## src/rtl/nfs_pkg.sv

```systemverilog
package nfs_pkg;

   typedef enum logic [1:0] {
      OP_IDENT = 2'd0,
      OP_ERASE = 2'd1,
      OP_PROG  = 2'd2,
      OP_RSVD  = 2'd3
   } op_e;

   typedef enum logic [2:0] {
      K_WR    = 3'd0,
      K_RD    = 3'd1,
      K_POLL  = 3'd2,
      K_CHECK = 3'd3,
      K_END   = 3'd4
   } kind_e;

   typedef enum logic [1:0] {
      S_IDLE = 2'd0,
      S_LOOK = 2'd1,
      S_BUS  = 2'd2
   } seq_st_e;

   typedef enum logic [1:0] {
      B_IDLE = 2'd0,
      B_ACT  = 2'd1,
      B_REC  = 2'd2
   } bus_ph_e;

   localparam logic [1:0] ST_OK    = 2'd0;
   localparam logic [1:0] ST_TMO   = 2'd1;
   localparam logic [1:0] ST_DIRTY = 2'd2;

   localparam logic [15:0] UNL_ADDR_A = 16'h5555;
   localparam logic [15:0] UNL_ADDR_B = 16'h2AAA;
   localparam logic [15:0] UNL_DATA_A = 16'h00AA;
   localparam logic [15:0] UNL_DATA_B = 16'h0055;
   localparam logic [15:0] CMD_ID     = 16'h0090;
   localparam logic [15:0] CMD_ERSET  = 16'h0080;
   localparam logic [15:0] CMD_SECER  = 16'h0030;
   localparam logic [15:0] CMD_PROG   = 16'h00A0;
   localparam logic [15:0] CMD_READ   = 16'h00F0;
   localparam logic [15:0] POLL_ONE   = 16'h0080;

endpackage

```

## src/rtl/nfs_bus_cycle.sv

```systemverilog
module nfs_bus_cycle
   import nfs_pkg::*;
#(
   parameter int AW         = 16,
   parameter int DW         = 16,
   parameter int STROBE_CYC = 2
) (
   input  logic          clk,
   input  logic          rst_n,
   input  logic          start,
   input  logic          wr,
   input  logic [AW-1:0] addr,
   input  logic [DW-1:0] wdata,
   output logic          ack,
   output logic [DW-1:0] rdata,
   output logic [AW-1:0] f_addr,
   output logic [DW-1:0] f_dout,
   input  logic [DW-1:0] f_din,
   output logic          f_dq_oe,
   output logic          f_ce_n,
   output logic          f_we_n,
   output logic          f_oe_n
);

   localparam int CW = (STROBE_CYC < 2) ? 1 : $clog2(STROBE_CYC);

   bus_ph_e        ph_q;
   logic [CW-1:0]  cnt_q;
   logic [AW-1:0]  a_q;
   logic [DW-1:0]  d_q;
   logic           wr_q;
   logic [DW-1:0]  rd_q;

   always_ff @(posedge clk or negedge rst_n) begin
      if (!rst_n) begin
         ph_q  <= B_IDLE;
         cnt_q <= '0;
         a_q   <= '0;
         d_q   <= '0;
         wr_q  <= 1'b0;
         rd_q  <= '0;
      end else begin
         unique case (ph_q)
            B_IDLE: begin
               if (start) begin
                  a_q   <= addr;
                  d_q   <= wdata;
                  wr_q  <= wr;
                  cnt_q <= CW'(STROBE_CYC - 1);
                  ph_q  <= B_ACT;
               end
            end
            B_ACT: begin
               if (cnt_q == '0) begin
                  ph_q <= B_REC;
                  if (!wr_q) rd_q <= f_din;
               end else begin
                  cnt_q <= cnt_q - CW'(1);
               end
            end
            B_REC:   ph_q <= B_IDLE;
            default: ph_q <= B_IDLE;
         endcase
      end
   end

   assign ack     = (ph_q == B_REC);
   assign rdata   = rd_q;
   assign f_addr  = a_q;
   assign f_dout  = d_q;
   assign f_ce_n  = (ph_q != B_ACT);
   assign f_we_n  = !((ph_q == B_ACT) && wr_q);
   assign f_oe_n  = !((ph_q == B_ACT) && !wr_q);
   assign f_dq_oe = wr_q && (ph_q != B_IDLE);

endmodule

```

## src/rtl/nfs_poll_timer.sv

```systemverilog
module nfs_poll_timer #(
   parameter int POLL_LIMIT = 4096
) (
   input  logic clk,
   input  logic rst_n,
   input  logic run,
   output logic expired
);

   localparam int TW = $clog2(POLL_LIMIT + 1);

   logic [TW-1:0] cnt_q;

   always_ff @(posedge clk or negedge rst_n) begin
      if (!rst_n) begin
         cnt_q <= '0;
      end else if (!run) begin
         cnt_q <= '0;
      end else if (cnt_q != TW'(POLL_LIMIT)) begin
         cnt_q <= cnt_q + TW'(1);
      end
   end

   assign expired = (cnt_q == TW'(POLL_LIMIT));

endmodule

```

## src/rtl/nfs_step_rom.sv

```systemverilog
module nfs_step_rom
   import nfs_pkg::*;
#(
   parameter int AW = 16
) (
   input  op_e           op,
   input  logic [3:0]    step,
   input  logic          half,
   input  logic [AW-1:0] sector,
   input  logic [AW-1:0] target,
   input  logic [15:0]   word0,
   input  logic [15:0]   word1,
   output kind_e         kind,
   output logic [AW-1:0] s_addr,
   output logic [15:0]   s_data
);

   localparam logic [AW-1:0] UA = AW'(UNL_ADDR_A);
   localparam logic [AW-1:0] UB = AW'(UNL_ADDR_B);

   logic [AW-1:0] tgt_half;
   logic [15:0]   wd_half;

   assign tgt_half = half ? (target + AW'(1)) : target;
   assign wd_half  = half ? word1 : word0;

   always_comb begin
      kind   = K_END;
      s_addr = '0;
      s_data = '0;
      unique case (op)
         OP_IDENT: begin
            unique case (step)
               4'd0: begin kind = K_WR; s_addr = UA;            s_data = UNL_DATA_A; end
               4'd1: begin kind = K_WR; s_addr = UB;            s_data = UNL_DATA_B; end
               4'd2: begin kind = K_WR; s_addr = UA;            s_data = CMD_ID;     end
               4'd3: begin kind = K_RD; s_addr = '0;                                 end
               4'd4: begin kind = K_RD; s_addr = AW'(1);                             end
               4'd5: begin kind = K_RD; s_addr = sector + AW'(2);                    end
               4'd6: begin kind = K_WR; s_addr = '0;            s_data = CMD_READ;   end
               default: kind = K_END;
            endcase
         end
         OP_ERASE: begin
            unique case (step)
               4'd0: begin kind = K_WR;   s_addr = UA;     s_data = UNL_DATA_A; end
               4'd1: begin kind = K_WR;   s_addr = UB;     s_data = UNL_DATA_B; end
               4'd2: begin kind = K_WR;   s_addr = UA;     s_data = CMD_ERSET;  end
               4'd3: begin kind = K_WR;   s_addr = UA;     s_data = UNL_DATA_A; end
               4'd4: begin kind = K_WR;   s_addr = UB;     s_data = UNL_DATA_B; end
               4'd5: begin kind = K_WR;   s_addr = sector; s_data = CMD_SECER;  end
               4'd6: begin kind = K_POLL; s_addr = sector; s_data = POLL_ONE;   end
               4'd7: begin kind = K_WR;   s_addr = '0;     s_data = CMD_READ;   end
               default: kind = K_END;
            endcase
         end
         OP_PROG: begin
            unique case (step)
               4'd0: begin kind = K_RD;    s_addr = target;            end
               4'd1: begin kind = K_RD;    s_addr = target + AW'(1);   end
               4'd2: begin kind = K_CHECK;                             end
               4'd3: begin kind = K_WR;    s_addr = UA;       s_data = UNL_DATA_A; end
               4'd4: begin kind = K_WR;    s_addr = UB;       s_data = UNL_DATA_B; end
               4'd5: begin kind = K_WR;    s_addr = UA;       s_data = CMD_PROG;   end
               4'd6: begin kind = K_WR;    s_addr = tgt_half; s_data = wd_half;    end
               4'd7: begin kind = K_POLL;  s_addr = tgt_half; s_data = wd_half;    end
               default: kind = K_END;
            endcase
         end
         default: kind = K_END;
      endcase
   end

endmodule

```

## src/rtl/nor_cmd_seq.sv

```systemverilog
module nor_cmd_seq
   import nfs_pkg::*;
#(
   parameter int AW         = 16,
   parameter int STROBE_CYC = 2,
   parameter int POLL_LIMIT = 4096,
   parameter bit HI_FIRST   = 1'b1
) (
   input  logic          clk,
   input  logic          rst_n,
   input  logic          req_valid,
   input  logic [1:0]    req_op,
   input  logic [AW-1:0] req_sector,
   input  logic [AW-1:0] req_addr,
   input  logic [31:0]   req_data,
   output logic          busy,
   output logic          done,
   output logic [1:0]    status,
   output logic [15:0]   mfr_id,
   output logic [15:0]   dev_id,
   output logic          prot_flag,
   output logic [AW-1:0] f_addr,
   output logic [15:0]   f_dout,
   input  logic [15:0]   f_din,
   output logic          f_dq_oe,
   output logic          f_ce_n,
   output logic          f_we_n,
   output logic          f_oe_n
);

   if (AW < 16) begin : g_bad_aw
      $error("nor_cmd_seq: AW must cover the unlock addresses");
   end
   if (STROBE_CYC < 1) begin : g_bad_strobe
      $error("nor_cmd_seq: STROBE_CYC must be at least 1");
   end
   if (POLL_LIMIT < 1) begin : g_bad_limit
      $error("nor_cmd_seq: POLL_LIMIT must be at least 1");
   end

   seq_st_e       st_q;
   op_e           op_q;
   logic [AW-1:0] sec_q;
   logic [AW-1:0] adr_q;
   logic [31:0]   dat_q;
   logic [3:0]    step_q;
   logic          half_q;
   logic          done_q;
   logic [1:0]    stat_q;
   logic [15:0]   mfr_q;
   logic [15:0]   dev_q;
   logic          prot_q;
   logic [15:0]   cur0_q;
   logic [15:0]   cur1_q;

   logic [15:0]   word0;
   logic [15:0]   word1;
   kind_e         kind;
   logic [AW-1:0] s_addr;
   logic [15:0]   s_data;
   logic          bus_start;
   logic          bus_ack;
   logic [15:0]   bus_rdata;
   logic          tmo;
   logic          dirty;
   logic          poll_ok;

   // halfword placed at the lower address is chosen by the ordering option
   if (HI_FIRST) begin : g_hi_first
      assign word0 = dat_q[31:16];
      assign word1 = dat_q[15:0];
   end else begin : g_lo_first
      assign word0 = dat_q[15:0];
      assign word1 = dat_q[31:16];
   end

   nfs_step_rom #(.AW(AW)) u_rom (
      .op     (op_q),
      .step   (step_q),
      .half   (half_q),
      .sector (sec_q),
      .target (adr_q),
      .word0  (word0),
      .word1  (word1),
      .kind   (kind),
      .s_addr (s_addr),
      .s_data (s_data)
   );

   assign bus_start = (st_q == S_LOOK) &&
                      ((kind == K_WR) || (kind == K_RD) || (kind == K_POLL));

   nfs_bus_cycle #(.AW(AW), .DW(16), .STROBE_CYC(STROBE_CYC)) u_bus (
      .clk     (clk),
      .rst_n   (rst_n),
      .start   (bus_start),
      .wr      (kind == K_WR),
      .addr    (s_addr),
      .wdata   (s_data),
      .ack     (bus_ack),
      .rdata   (bus_rdata),
      .f_addr  (f_addr),
      .f_dout  (f_dout),
      .f_din   (f_din),
      .f_dq_oe (f_dq_oe),
      .f_ce_n  (f_ce_n),
      .f_we_n  (f_we_n),
      .f_oe_n  (f_oe_n)
   );

   nfs_poll_timer #(.POLL_LIMIT(POLL_LIMIT)) u_tmr (
      .clk     (clk),
      .rst_n   (rst_n),
      .run     ((st_q != S_IDLE) && (kind == K_POLL)),
      .expired (tmo)
   );

   assign dirty   = ((cur0_q & word0) != word0) || ((cur1_q & word1) != word1);
   assign poll_ok = (bus_rdata[7] == s_data[7]);

   // sequencing of steps, halves and job end
   always_ff @(posedge clk or negedge rst_n) begin
      if (!rst_n) begin
         st_q   <= S_IDLE;
         op_q   <= OP_IDENT;
         sec_q  <= '0;
         adr_q  <= '0;
         dat_q  <= '0;
         step_q <= '0;
         half_q <= 1'b0;
         done_q <= 1'b0;
         stat_q <= ST_OK;
      end else begin
         done_q <= 1'b0;
         unique case (st_q)
            S_IDLE: begin
               if (req_valid && (req_op != OP_RSVD)) begin
                  op_q   <= op_e'(req_op);
                  sec_q  <= req_sector;
                  adr_q  <= req_addr;
                  dat_q  <= req_data;
                  step_q <= '0;
                  half_q <= 1'b0;
                  st_q   <= S_LOOK;
               end
            end
            S_LOOK: begin
               unique case (kind)
                  K_CHECK: begin
                     if (dirty) begin
                        st_q   <= S_IDLE;
                        done_q <= 1'b1;
                        stat_q <= ST_DIRTY;
                     end else begin
                        step_q <= step_q + 4'd1;
                     end
                  end
                  K_END: begin
                     if ((op_q == OP_PROG) && !half_q) begin
                        half_q <= 1'b1;
                        step_q <= 4'd3;
                     end else begin
                        st_q   <= S_IDLE;
                        done_q <= 1'b1;
                        stat_q <= ST_OK;
                     end
                  end
                  default: st_q <= S_BUS;
               endcase
            end
            S_BUS: begin
               if (bus_ack) begin
                  if (kind != K_POLL) begin
                     step_q <= step_q + 4'd1;
                     st_q   <= S_LOOK;
                  end else if (poll_ok) begin
                     step_q <= step_q + 4'd1;
                     st_q   <= S_LOOK;
                  end else if (tmo) begin
                     st_q   <= S_IDLE;
                     done_q <= 1'b1;
                     stat_q <= ST_TMO;
                  end else begin
                     st_q   <= S_LOOK;
                  end
               end
            end
            default: st_q <= S_IDLE;
         endcase
      end
   end

   // storage of read results
   always_ff @(posedge clk or negedge rst_n) begin
      if (!rst_n) begin
         mfr_q  <= '0;
         dev_q  <= '0;
         prot_q <= 1'b0;
         cur0_q <= '0;
         cur1_q <= '0;
      end else if ((st_q == S_BUS) && bus_ack && (kind == K_RD)) begin
         if (op_q == OP_IDENT) begin
            unique case (step_q)
               4'd3:    mfr_q  <= bus_rdata;
               4'd4:    dev_q  <= bus_rdata;
               4'd5:    prot_q <= bus_rdata[0];
               default: ;
            endcase
         end else if (step_q == 4'd0) begin
            cur0_q <= bus_rdata;
         end else begin
            cur1_q <= bus_rdata;
         end
      end
   end

   assign busy      = (st_q != S_IDLE);
   assign done      = done_q;
   assign status    = stat_q;
   assign mfr_id    = mfr_q;
   assign dev_id    = dev_q;
   assign prot_flag = prot_q;

endmodule

```

## config.mk

```make
export PLATFORM = sky130hd
export DESIGN_NAME = nor_cmd_seq
export DESIGN_NICKNAME = d
export VERILOG_FILES = /design/src/rtl/nfs_pkg.sv /design/src/rtl/nfs_bus_cycle.sv /design/src/rtl/nfs_poll_timer.sv /design/src/rtl/nfs_step_rom.sv /design/src/rtl/nor_cmd_seq.sv
export SDC_FILE = /design/constraint.sdc
export NUM_CORES = 1
export LEC_CHECK = 0
export BUFFER_PORTS_ARGS = -buffer_cell sky130_fd_sc_hd__buf_2
export CORE_ASPECT_RATIO = 0.9
export CORE_UTILIZATION = 45
export CTS_CLUSTER_SIZE = 16
export DETAILED_ROUTE_END_ITERATION = 12
export GPL_ROUTABILITY_DRIVEN = 0
export GPL_TIMING_DRIVEN = 0
export PLACE_DENSITY = 0.72
export SLEW_MARGIN = 25
export SYNTH_ARGS = -nofsm -noshare
export SYNTH_HDL_FRONTEND = slang
export SYNTH_SLANG_ARGS = --single-unit
```

## constraint.sdc

```tcl
create_clock -name clk -period 2.8 [get_ports clk]
set_clock_uncertainty 0.2 [all_clocks]
set_input_delay 0.28 -clock clk [delete_from_list [all_inputs] [get_ports clk]]
set_output_delay 0.28 -clock clk [all_outputs]
set_load 0.1 [all_outputs]
```

==> results of run 1 <==
## worst paths after layout
| check | slack, ps | end | depth (start not counted) |
|---|---|---|---|
| min | 70 | u_tmr.cnt_q[10] | 2 |
| max | -2 | u_bus.f_addr[12] | 9 |
| max reg2reg | -2 | u_bus.f_addr[12] | 9 |
| min in group clk | 70 | st_q[1] | 4 |
| min reg2reg | 280 | u_bus.f_dout[13] | 2 |
| max in group asynchronous | 1580 | mfr_id[13] | 3 |
## through the flow
step / utilization [%] / setup slack (ps)
6_report: 60.13 / -1.805
2_1_floorplan: - / 136.6
4_1_cts: 59.55 / 1.099
3_3_place_gp: 51.28 / -2262
5_1_grt: 60.13 / -91.66
3_5_place_dp: 51.56 / -466.2
## layout make-up
type	count	share of cell area [%]
buffer	49	1.985
clock buffer	32	4.769
clock inverter	7	0.8362
inverter	22	0.6249
multi-input combinational	677	38.10
sequential	206	37.87
tap	297	2.729
timing repair buffer	253	13.09
## synthesized netlist by cell type (13+ instances only)
master,count
dfrtp_1,206
mux2_2,123
nand2_1,68
nor2_1,53
o21ai_0,52
a21oi_1,42
nor2b_1,29
clkbuf_1,26
mux2_1,25
nand3_1,25
inv_1,22
a31oi_1,18
and3_1,15
nor3_1,14
nand2b_1,13
o31ai_1,13
## critical path: cells and delay by family (launching register included)
kind                       cells  cell delay (ps)
buffers and inverters          3              500
and+or+nand+nor                1              150
DFF                            1              430
AOI/OAI and AO/OA              4             1210
adders and majority gates      1              180
## routing by layer
layer	wire, um	vias to the layer above
met5	0	-
met3	2001	51
met4	646	0
met1	13630	4307
li1	-	4052
met2	13490	343
## power groups by stage
stage	registers (mW)	logic (mW)	clock network, mW
floorplan	5.84	3.27	0
global placement	4.84	5.77	0
detailed placement	4.87	5.88	0
CTS	4.84	6.17	3.13
global route	5.00	6.67	3.23
finish	4.87	6.28	3.09
## repair_timing
item                                    4_1_cts  5_1_grt
gates resized for setup                      38       34
pin swaps                                     7        5
hold endpoints to repair                    288        0
hold buffers                                 83        0
gates cloned                                  0        1
endpoints found under the setup margin      108       98
setup buffers                                 7        3
## cell families (layout without fill, tap and decap cells)
kind of cell	count (synthesis)	after routing	synth area share (%)
AOI/OAI and AO/OA	213	213	13.92
xor gates and xnor gates	12	12	1.006
adders and majority gates	12	12	1.437
buffers and inverters	72	363	2.982
DFF	206	206	49.34
muxes	159	159	17.04
and+or+nand+nor	281	281	14.28
==> summary.md, run 1 <==
| Metric | Value |
|---|---|
| Layout Nets | `1329` |
| Tmin final | `2802 ps` |
| Worst-path maximum fanout | `10` |
| Vias/cell | `5.673` |
| Busiest layer in global routing | `met2` |
| Fraction of registers with async set/reset | `100.0%` |
| Library cells used by synthesis | `83` |
| Placed Instances | `1411` |
| Fmax | `356.9 MHz` |
| Final Instance Area | `13620 um^2` |
| Failing checks | `negative setup slack` |
| P_int | `7.980 mW` |
| Final Hold Vio Count | `0` |
| Max reg flops | `32` |
| Crit path from | `step_q[0]` |
| Core Rows | `52` |
| Post-DP Area | `11670 um^2` |
| Startpoint Class | `flip-flop` |
| M3 GR Usage | `3.778%` |
| Post-Route WL | `29.77 mm` |
| Synth Instances | `955` |
| Leak Pwr | `6.220 nW` |
| TritonCTS Sinks | `206` |
| Switch Pwr | `6.253 mW` |
| DR iter-0 viols | `549` |
| Worst Hold Class | `input port to async pin` |
| Reg-to-reg startpoint | `step_q[0]` |
| Endpoint class of the critical path | `flip-flop` |
| Initial antenna violation count | `0` |
| Die area | `23830 um^2` |
| Routed via count | `8753` |
| CP peak stage delay | `510 ps` |
| Power per cell area | `1045 nW/um^2` |
| Slew headroom | `44.03%` |
| Ports | `158` |
| Worst Slack Setup Final | `-1.805 ps` |
| Core area | `22640 um^2` |
| Max-cap violations | `0` |
| Max VDD drop | `1204 uV` |
| Largest Register | `dat_q` |
| Worst Max-Slew Pin Slew | `839.5 ps` |
| Seq pwr share | `34.2%` |
| Multi-input gate area | `5187 um^2` |
| Syn_nets | `1052` |
| CP Class | `flip-flop to flip-flop` |
| Total power | `14.23 mW` |
| Post-synth EDFFs | `0` |
| Post-synth top flop | `dfrtp_1` |
| Final period util | `100.1%` |
| Synth area leader | `dfrtp_1` |
| # port buffers | `157` |
| CTS buffer count | `23` |
| RSZ-0062 raised after global routing | `yes` |
| Worst-path cell chain | `inv_4 > ha_4 > clkbuf_4 > a2111oi_2 > nor3_1 > clkbuf_2 > a22oi_2 > o31ai_1 > o32a_1` |
| Sequential standard cell area | `5156 um^2` |
| Sw frac | `43.93%` |
| Vias in the first global route | `8675` |
| Met2 usage | `38.87%` |
| Drt wl/cell | `19.29 um` |
| TritonCTS clock tree | `built` |
| Register area share after synthesis | `49.34%` |
| Clock transition at path regs | `60 ps` |
| Die width | `162.6 um` |
| Avg Inst Size Synth | `10.94 um^2` |
| Most common cell after layout, fill and taps aside | `dfrtp_1` |
| ANT nets after route | `0` |
| Post-Syn Area | `10450 um^2` |
| Initial core utilization | `46.14%` |
| Setup tns final | `-1.805 ps` |
| Clock latency on the worst-skew pair | `520 ps` |
| Diodes inserted | `0` |
| Status | `finished, violations left` |
| Worst Path Required | `3000 ps` |
| Commonest cells after routing, fill and taps aside | `dfrtp_1, buf_2, mux2_2, dlygate4sd3_1, nand2_1` |
| Share of layout cells above drive strength 1 | `32.99%` |
| Final hold slack | `67.08 ps` |
| Fin. max-slew vios | `0` |
| Synth top area share | `49.34%` |
| H-tree Lvls | `1` |
| Global route overflow | `0` |
| Drt first pass iters | `5` |
| Area Growth Syn to Fin | `30.32%` |
| Worst path slowest cell | `a2111oi_2` |
| Yosys warns | `0` |
| Ranking of synthesized cells by area | `dfrtp_1, mux2_2, mux2_1` |
| GR Util met1 | `36.22%` |
| Arrival time worst endpoint | `3000 ps` |
| Fillers | `1863` |
| Die H | `146.6 um` |
| CTS root buffer | `clkbuf_16` |
| Residual DRC | `0` |
| Fin cells | `1543` |
| Post-DP HPWL | `20.71 mm` |
| First-pass GRT wire length | `46.64 mm` |
| Max clock buf depth | `3` |
| Pin count of the biggest net entering global routing | `89` |
| Synthesis-stage register bit count | `206` |
| Clock network fraction of design power | `21.7%` |
| Global Route Usage Sum | `24.86%` |
| Setup-failing EPs final | `1` |
| Logic pwr share | `44.1%` |
No activity file was read; power rests on OpenSTA's default activity.
==> inputs of run 2 (changes only) <==
--- a/config.mk
+++ b/config.mk
@@ -6,13 +6,15 @@
 export NUM_CORES = 1
 export LEC_CHECK = 0
 export BUFFER_PORTS_ARGS = -buffer_cell sky130_fd_sc_hd__buf_2
+export CELL_PAD_IN_SITES_DETAIL_PLACEMENT = 1
+export CELL_PAD_IN_SITES_GLOBAL_PLACEMENT = 1
 export CORE_ASPECT_RATIO = 0.9
 export CORE_UTILIZATION = 45
 export CTS_CLUSTER_SIZE = 16
 export DETAILED_ROUTE_END_ITERATION = 12
 export GPL_ROUTABILITY_DRIVEN = 0
 export GPL_TIMING_DRIVEN = 0
-export PLACE_DENSITY = 0.72
+export PLACE_DENSITY = 0.87
 export SLEW_MARGIN = 25
 export SYNTH_ARGS = -nofsm -noshare
 export SYNTH_HDL_FRONTEND = slang
==> run 2 against run 1 <==
Compared with the run above:
- the flow still finishes with violations (negative setup slack)
- global-route usage is 9.0 points higher
- worst setup slack got worse by 310 ps
- via count is 18% higher
- critical path type unchanged
==> summary.md, run 2 (synthesized netlist as in run 1, its figures left out) <==
| Metric | Value |
|---|---|
| Max VDD drop | `908.7 uV (-25%)` |
| Startpoint Class | `flip-flop` |
| Capturing point of the worst reg2reg path | `step_q[2]` |
| Final hold slack | `84.92 ps (+17.84 ps)` |
| First-pass GRT wire length | `61.80 mm (+33%)` |
| TritonCTS clock tree | `built` |
| Die width | `162.6 um (unchanged)` |
| Leak Pwr | `6.535 nW (+5.1%)` |
| Worst Max-Slew Pin Slew | `987.3 ps (+147.8 ps)` |
| Pre-CTS WS | `-502.6 ps (-36.34 ps)` |
| Post-DP Area | `11670 um^2 (unchanged)` |
| Placed Instances | `1411 (unchanged)` |
| P_int | `8.364 mW (+4.8%)` |
| Max reg flops | `32 (unchanged)` |
| Post-Route WL | `46.37 mm (+56%)` |
| Reg-to-reg startpoint | `half_q` |
| Pin count of the biggest net entering global routing | `80 (-10%)` |
| Initial antenna violation count | `2 (+2)` |
| Seq pwr share | `32.2% (-2.0 points)` |
| CP Class | `flip-flop to flip-flop` |
| Ports | `158 (unchanged)` |
| Arrival time worst endpoint | `3330 ps (+330 ps)` |
| ANT nets after route | `0 (unchanged)` |
| Global Route Usage Sum | `33.82% (+9.0 points)` |
| Reg2reg setup slack | `-310 ps (-310 ps)` |
| Residual DRC | `0 (unchanged)` |
| Die H | `146.6 um (unchanged)` |
| Logic pwr share | `46.5% (+2.4 points)` |
| Power per cell area | `1108 nW/um^2 (+6.0%)` |
| Fin cells | `1567 (+1.6%)` |
| Worst Hold Class | `input port to async pin` |
| Die area | `23830 um^2 (unchanged)` |
| Initial core utilization | `46.14% (unchanged)` |
| H-tree Lvls | `1 (unchanged)` |
| Fmax | `321.4 MHz (-9.9%)` |
| Sw frac | `47.30% (+3.4 points)` |
| Clock network fraction of design power | `21.4% (-0.3 points)` |
| Worst Slack Setup Final | `-311.0 ps (-309.2 ps)` |
| Share of layout cells above drive strength 1 | `38.25% (+5.3 points)` |
| CTS root buffer | `clkbuf_16` |
| Tmin final | `3111 ps (+309.2 ps)` |
| Max-cap violations | `0 (unchanged)` |
| Commonest cells after routing, fill and taps aside | `dfrtp_1, buf_2, mux2_2, dlygate4sd3_1, nand2_1` |
| TritonCTS Sinks | `206 (unchanged)` |
| Worst-path cell chain | `mux2i_1 > o32ai_4 > a22o_1 > or4b_4 > and3_4 > a211o_1` |
| Slew headroom | `34.18% (-9.8 points)` |
| Setup tns final | `-9557 ps (-9555 ps)` |
| Area Growth Syn to Fin | `37.15%` |
| Core Rows | `52 (unchanged)` |
| Clock transition at path regs | `70 ps (about the same)` |
| Vias/cell | `6.567 (+16%)` |
| Setup-failing EPs final | `88 (+87)` |
| Total power | `15.87 mW (+12%)` |
| Fin. max-slew vios | `0 (unchanged)` |
| Global route overflow | `0 (unchanged)` |
| Switch Pwr | `7.507 mW (+20%)` |
| Largest Register | `dat_q` |
| Drt wl/cell | `29.59 um (+53%)` |
| Drt first pass iters | `5 (unchanged)` |
| CTS buffer count | `24 (+4.3%)` |
| DR iter-0 viols | `1069 (+95%)` |
| Worst R2R Path Depth | `6 (-3)` |
| Final Hold Vio Count | `0 (unchanged)` |
| Worst-path maximum fanout | `4 (-6)` |
| CP peak stage delay | `710 ps (+200 ps)` |
| Final Instance Area | `14330 um^2 (+5.2%)` |
| Core area | `22640 um^2 (unchanged)` |
| Vias in the first global route | `10.50k (+21%)` |
| Layout Nets | `1351 (+1.7%)` |
| Most common cell after layout, fill and taps aside | `dfrtp_1` |
| Failing checks | `negative setup slack` |
| Fillers | `2366 (+27%)` |
| Worst path slowest cell | `mux2i_1` |
| Routed via count | `10.29k (+18%)` |
| Post-DP HPWL | `23.88 mm (+15%)` |
| Final Util | `63.28% (+3.1 points)` |
| Endpoint class of the critical path | `flip-flop` |
| Max clock buf depth | `3 (unchanged)` |
| Worst Path Required | `3020 ps (+20 ps)` |
| RSZ-0062 raised after global routing | `yes` |
| Clock latency on the worst-skew pair | `540 ps (+20 ps)` |
| Final period util | `111.1% (+11 points)` |
| # port buffers | `157 (unchanged)` |
| Status | `finished, violations left` |
-- run 2: changes by cell type in the layout (fill, tap and decap cells not counted), moves of 5 or more --
cell      before  now
mux2_2       123  114
buf_6          3   12
mux2_4         7   34
mux2_1        18    0
buf_12         1    6
buf_4         14   22
nor2_1        51   45
o21ai_0       52   44
clkbuf_1      20   14
-- run 2: power by group through the flow --
stage	Clock (mW)	Sequential (mW)	Combinational (mW)
after floorplan	0	5.84	3.27
after global placement	0	4.83	5.79
after detailed placement	0	4.90	6.01
after CTS	3.28	4.90	6.49
after global routing	3.49	5.16	7.62
final	3.39	5.10	7.38
-- run 2: metal layers --
layer | up-vias | GRT usage [%] | share of wire (%)
li1 | 4088 | - | -
met1 | 5200 | 41.81 | 37
met2 | 773 | 55.96 | 47
met3 | 229 | 8.409 | 9.7
met4 | 0 | 14.77 | 6.0
met5 | - | 0 | 0
-- run 2: repair_timing --
| action | CTS | global route |
|---|---|---|
| cloned | 0 | 4 |
| hold buffers | 83 | 0 |
| resized for setup | 70 | 120 |
| pin swaps | 6 | 18 |
| buffers inserted | 14 | 17 |
| hold endpoints to repair | 209 | 0 |
| setup endpoints to repair | 132 | 99 |
-- run 2: area by class of cell --
| cell class | instances | area (um^2) | area share [%] |
|---|---|---|---|
| Multi-Input combinational cell | 677 | 5510 | 38.46 |
| Clock inverter | 4 | 73.82 | 0.5152 |
| Inverter | 22 | 85.08 | 0.5938 |
| Clock buffer | 36 | 737.0 | 5.143 |
| Buffer | 47 | 327.8 | 2.288 |
| Timing Repair Buffer | 276 | 2061 | 14.38 |
| Tap cell | 297 | 371.6 | 2.593 |
| Sequential cell | 206 | 5157 | 35.99 |
| Antenna cell | 2 | 5.005 | 0.03493 |
-- run 2: worst max path at each step --
stage	startpoint	endpoint	slack (ps)	depth (start not counted)
after floorplan	u_bus.ph_q[1]	u_bus.rdata[10]	140	5
after global placement	rst_n	dev_id[0]	-2190	1
after detailed placement	step_q[0]	u_bus.f_dout[12]	-500	9
after CTS	step_q[0]	cur1_q[14]	-10	9
after global routing	half_q	step_q[2]	-370	6
final	half_q	step_q[2]	-310	6
-- run 2: worst max-delay path: cells and delay by family (launching register included) --
family | cells | cell delay, ps
muxes | 1 | 710
DFF | 1 | 470
AOI/OAI and AO/OA | 3 | 840
and+or+nand+nor | 2 | 760
==> inputs of run 3 (changes only) <==
--- a/config.mk
+++ b/config.mk
@@ -9,12 +9,12 @@
 export CELL_PAD_IN_SITES_DETAIL_PLACEMENT = 1
 export CELL_PAD_IN_SITES_GLOBAL_PLACEMENT = 1
 export CORE_ASPECT_RATIO = 0.9
-export CORE_UTILIZATION = 45
+export CORE_UTILIZATION = 41
 export CTS_CLUSTER_SIZE = 16
 export DETAILED_ROUTE_END_ITERATION = 12
 export GPL_ROUTABILITY_DRIVEN = 0
 export GPL_TIMING_DRIVEN = 0
-export PLACE_DENSITY = 0.87
+export PLACE_DENSITY = 0.84
 export SLEW_MARGIN = 25
 export SYNTH_ARGS = -nofsm -noshare
 export SYNTH_HDL_FRONTEND = slang
==> constraint.sdc (replaced) <==
create_clock -name clk -period 2.55 [get_ports clk]
set_clock_uncertainty 0.2 [all_clocks]
set_input_delay 0.255 -clock clk [delete_from_list [all_inputs] [get_ports clk]]
set_output_delay 0.255 -clock clk [all_outputs]
set_load 0.1 [all_outputs]
==> run 3 against run 2 <==
Compared with the run above:
- the run still ends with negative setup slack left
- worst setup slack lost 520 ps
- total power up 18%
- sequential power increased by 12%
- register-to-register slack worse by 520 ps
- non-clock buffer count up 27
==> summary.md, run 3 (synthesized netlist as in run 1, its figures left out) <==
| Metric | Value |
|---|---|
| Fmax | `295.9 MHz (-7.9%)` |
| Routed via count | `10.74k (+4.3%)` |
| Die area | `26130 um^2 (+9.6%)` |
| Final period util | `132.5% (+21 points)` |
| # port buffers | `157 (unchanged)` |
| Most common cell after layout, fill and taps aside | `dfrtp_1` |
| Core area | `25050 um^2 (+11%)` |
| Clock transition at path regs | `80 ps (about the same)` |
| Failing checks | `negative setup slack` |
| H-tree Lvls | `1 (unchanged)` |
| Area Growth Syn to Fin | `45.70%` |
| Post-DP Area | `11780 um^2 (+0.91%)` |
| Tmin final | `3379 ps (+268.0 ps)` |
| Clock latency on the worst-skew pair | `560 ps (+20 ps)` |
| Global route overflow | `0 (unchanged)` |
| TritonCTS Sinks | `206 (unchanged)` |
| Global Route Usage Sum | `33.72% (-0.096 points)` |
| First-pass GRT wire length | `66.57 mm (+7.7%)` |
| Setup-failing EPs final | `131 (+49%)` |
| Core Rows | `55 (+5.8%)` |
| Pin count of the biggest net entering global routing | `90 (+13%)` |
| Total power | `18.74 mW (+18%)` |
| Residual DRC | `0 (unchanged)` |
| Final Instance Area | `15220 um^2 (+6.2%)` |
| Final Util | `60.77% (-2.5 points)` |
| Leak Pwr | `6.855 nW (+4.9%)` |
| ANT nets after route | `0 (unchanged)` |
| Worst Path Required | `2790 ps (-230 ps)` |
| CP Class | `flip-flop to flip-flop` |
| TritonCTS clock tree | `built` |
| Power per cell area | `1231 nW/um^2 (+11%)` |
| Ports | `158 (unchanged)` |
| Status | `finished, violations left` |
| Layout Nets | `1377 (+1.9%)` |
| Multi-input gate area | `5972 um^2 (+8.4%)` |
| Final Hold Vio Count | `0 (unchanged)` |
| Worst Slack Setup Final | `-829.0 ps (-518.0 ps)` |
| DR iter-0 viols | `1058 (-1.0%)` |
| RSZ-0062 raised after global routing | `yes` |
| Arrival time worst endpoint | `3620 ps (+290 ps)` |
| Die width | `170.3 um (+4.7%)` |
| Setup tns final | `-35110 ps (-25560 ps)` |
| Share of layout cells above drive strength 1 | `45.03% (+6.8 points)` |
| Largest Register | `dat_q` |
| Max VDD drop | `982.9 uV (+8.2%)` |
| Fin. max-slew vios | `0 (unchanged)` |
| Worst-path maximum fanout | `6 (+2)` |
| Post-DP HPWL | `23.78 mm (-0.43%)` |
| Drt first pass iters | `5 (unchanged)` |
| Commonest cells after routing, fill and taps aside | `dfrtp_1, buf_2, mux2_2, dlygate4sd3_1, nand2_1` |
| Max reg flops | `32 (unchanged)` |
| Endpoint class of the critical path | `flip-flop` |
| CTS root buffer | `clkbuf_16` |
| Sequential standard cell area | `5157 um^2 (unchanged)` |
| Max clock buf depth | `3 (unchanged)` |
| Worst Max-Slew Pin Slew | `1104 ps (+116.6 ps)` |
| Die H | `153.4 um (+4.7%)` |
| Vias in the first global route | `10.77k (+2.6%)` |
| CTS buffer count | `23 (-4.2%)` |
| Initial antenna violation count | `8 (+6)` |
| Drt wl/cell | `31.84 um (+7.6%)` |
| Worst Hold Class | `input port to async pin` |
| Startpoint Class | `flip-flop` |
| Slew headroom | `26.41% (-7.8 points)` |
| Post-Route WL | `52.28 mm (+13%)` |
| Initial core utilization | `41.71% (-4.4 points)` |
| Max-cap violations | `0 (unchanged)` |
| Fillers | `2584 (+9.2%)` |
| Vias/cell | `6.538 (-0.43%)` |
## run 3: per-layer routing
| metal | wire length, um | track usage (%) |
|---|---|---|
| met1 | 18220 | 40.83 |
| met2 | 23650 | 55.07 |
| met3 | 6060 | 9.063 |
| met4 | 4278 | 17.16 |
| met5 | 64 | 0 |
## run 3: final timing paths
kind	slack [ps]	cells past startpoint	start	endpoint
max	-830	9	step_q[0]	step_q[0]
min	20	2	rst_n	dat_q[11]
max reg2reg	-830	9	step_q[0]	step_q[0]
min reg2reg	290	2	u_bus.f_dout[5]	u_bus.f_dout[5]
max in group asynchronous	1290	3	rst_n	dev_id[3]
min in group clk	140	4	req_valid	st_q[1]
## run 3: critical path, cell delays in order (launching register included)
cell and delay, ps:
dfrtp_2 480, buf_4 170, ha_4 200, mux2i_4 360
o32ai_4 220, a22o_1 280, or4b_4 540, buf_6 150
a41oi_2 370, a21o_1 290
## run 3: what timing repair did
action                                  in CTS  in global routing
pin swaps                                   21                 41
gates cloned                                 4                  6
setup buffers                               33                 21
hold buffers                                83                  0
resized for setup                          150                180
endpoints found under the setup margin     149                138
hold endpoints to repair                   288                  0
## run 3: area by class of cell
type	instances	area share (%)
Inverter	22	0.5754
Timing Repair Buffer	306	15.75
Multi-Input combinational cell	677	39.23
Tap cell	342	2.811
Buffer	44	2.556
Clock buffer	31	4.373
Antenna cell	3	0.04932
Sequential cell	206	33.88
Clock inverter	11	0.7726
## run 3: per-stage QoR
stage / hold slack, ps / cells / setup WS (ps)
floorplan: -240.6 / 955 / -13.53
global placement: 255.9 / 1454 / -2557
detailed placement: 0.7016 / 1456 / -679.2
CTS: 30.15 / 1613 / -155.2
global route: 87.11 / 1640 / -754.3
finish: 20.75 / 1642 / -829.0
## run 3: power by group
part / internal (mW) / leakage, nW / switching [mW]
clock: 2.05 / 0.386 / 1.59
combinational: 3.26 / 3.83 / 6.12
sequential: 4.28 / 2.64 / 1.43
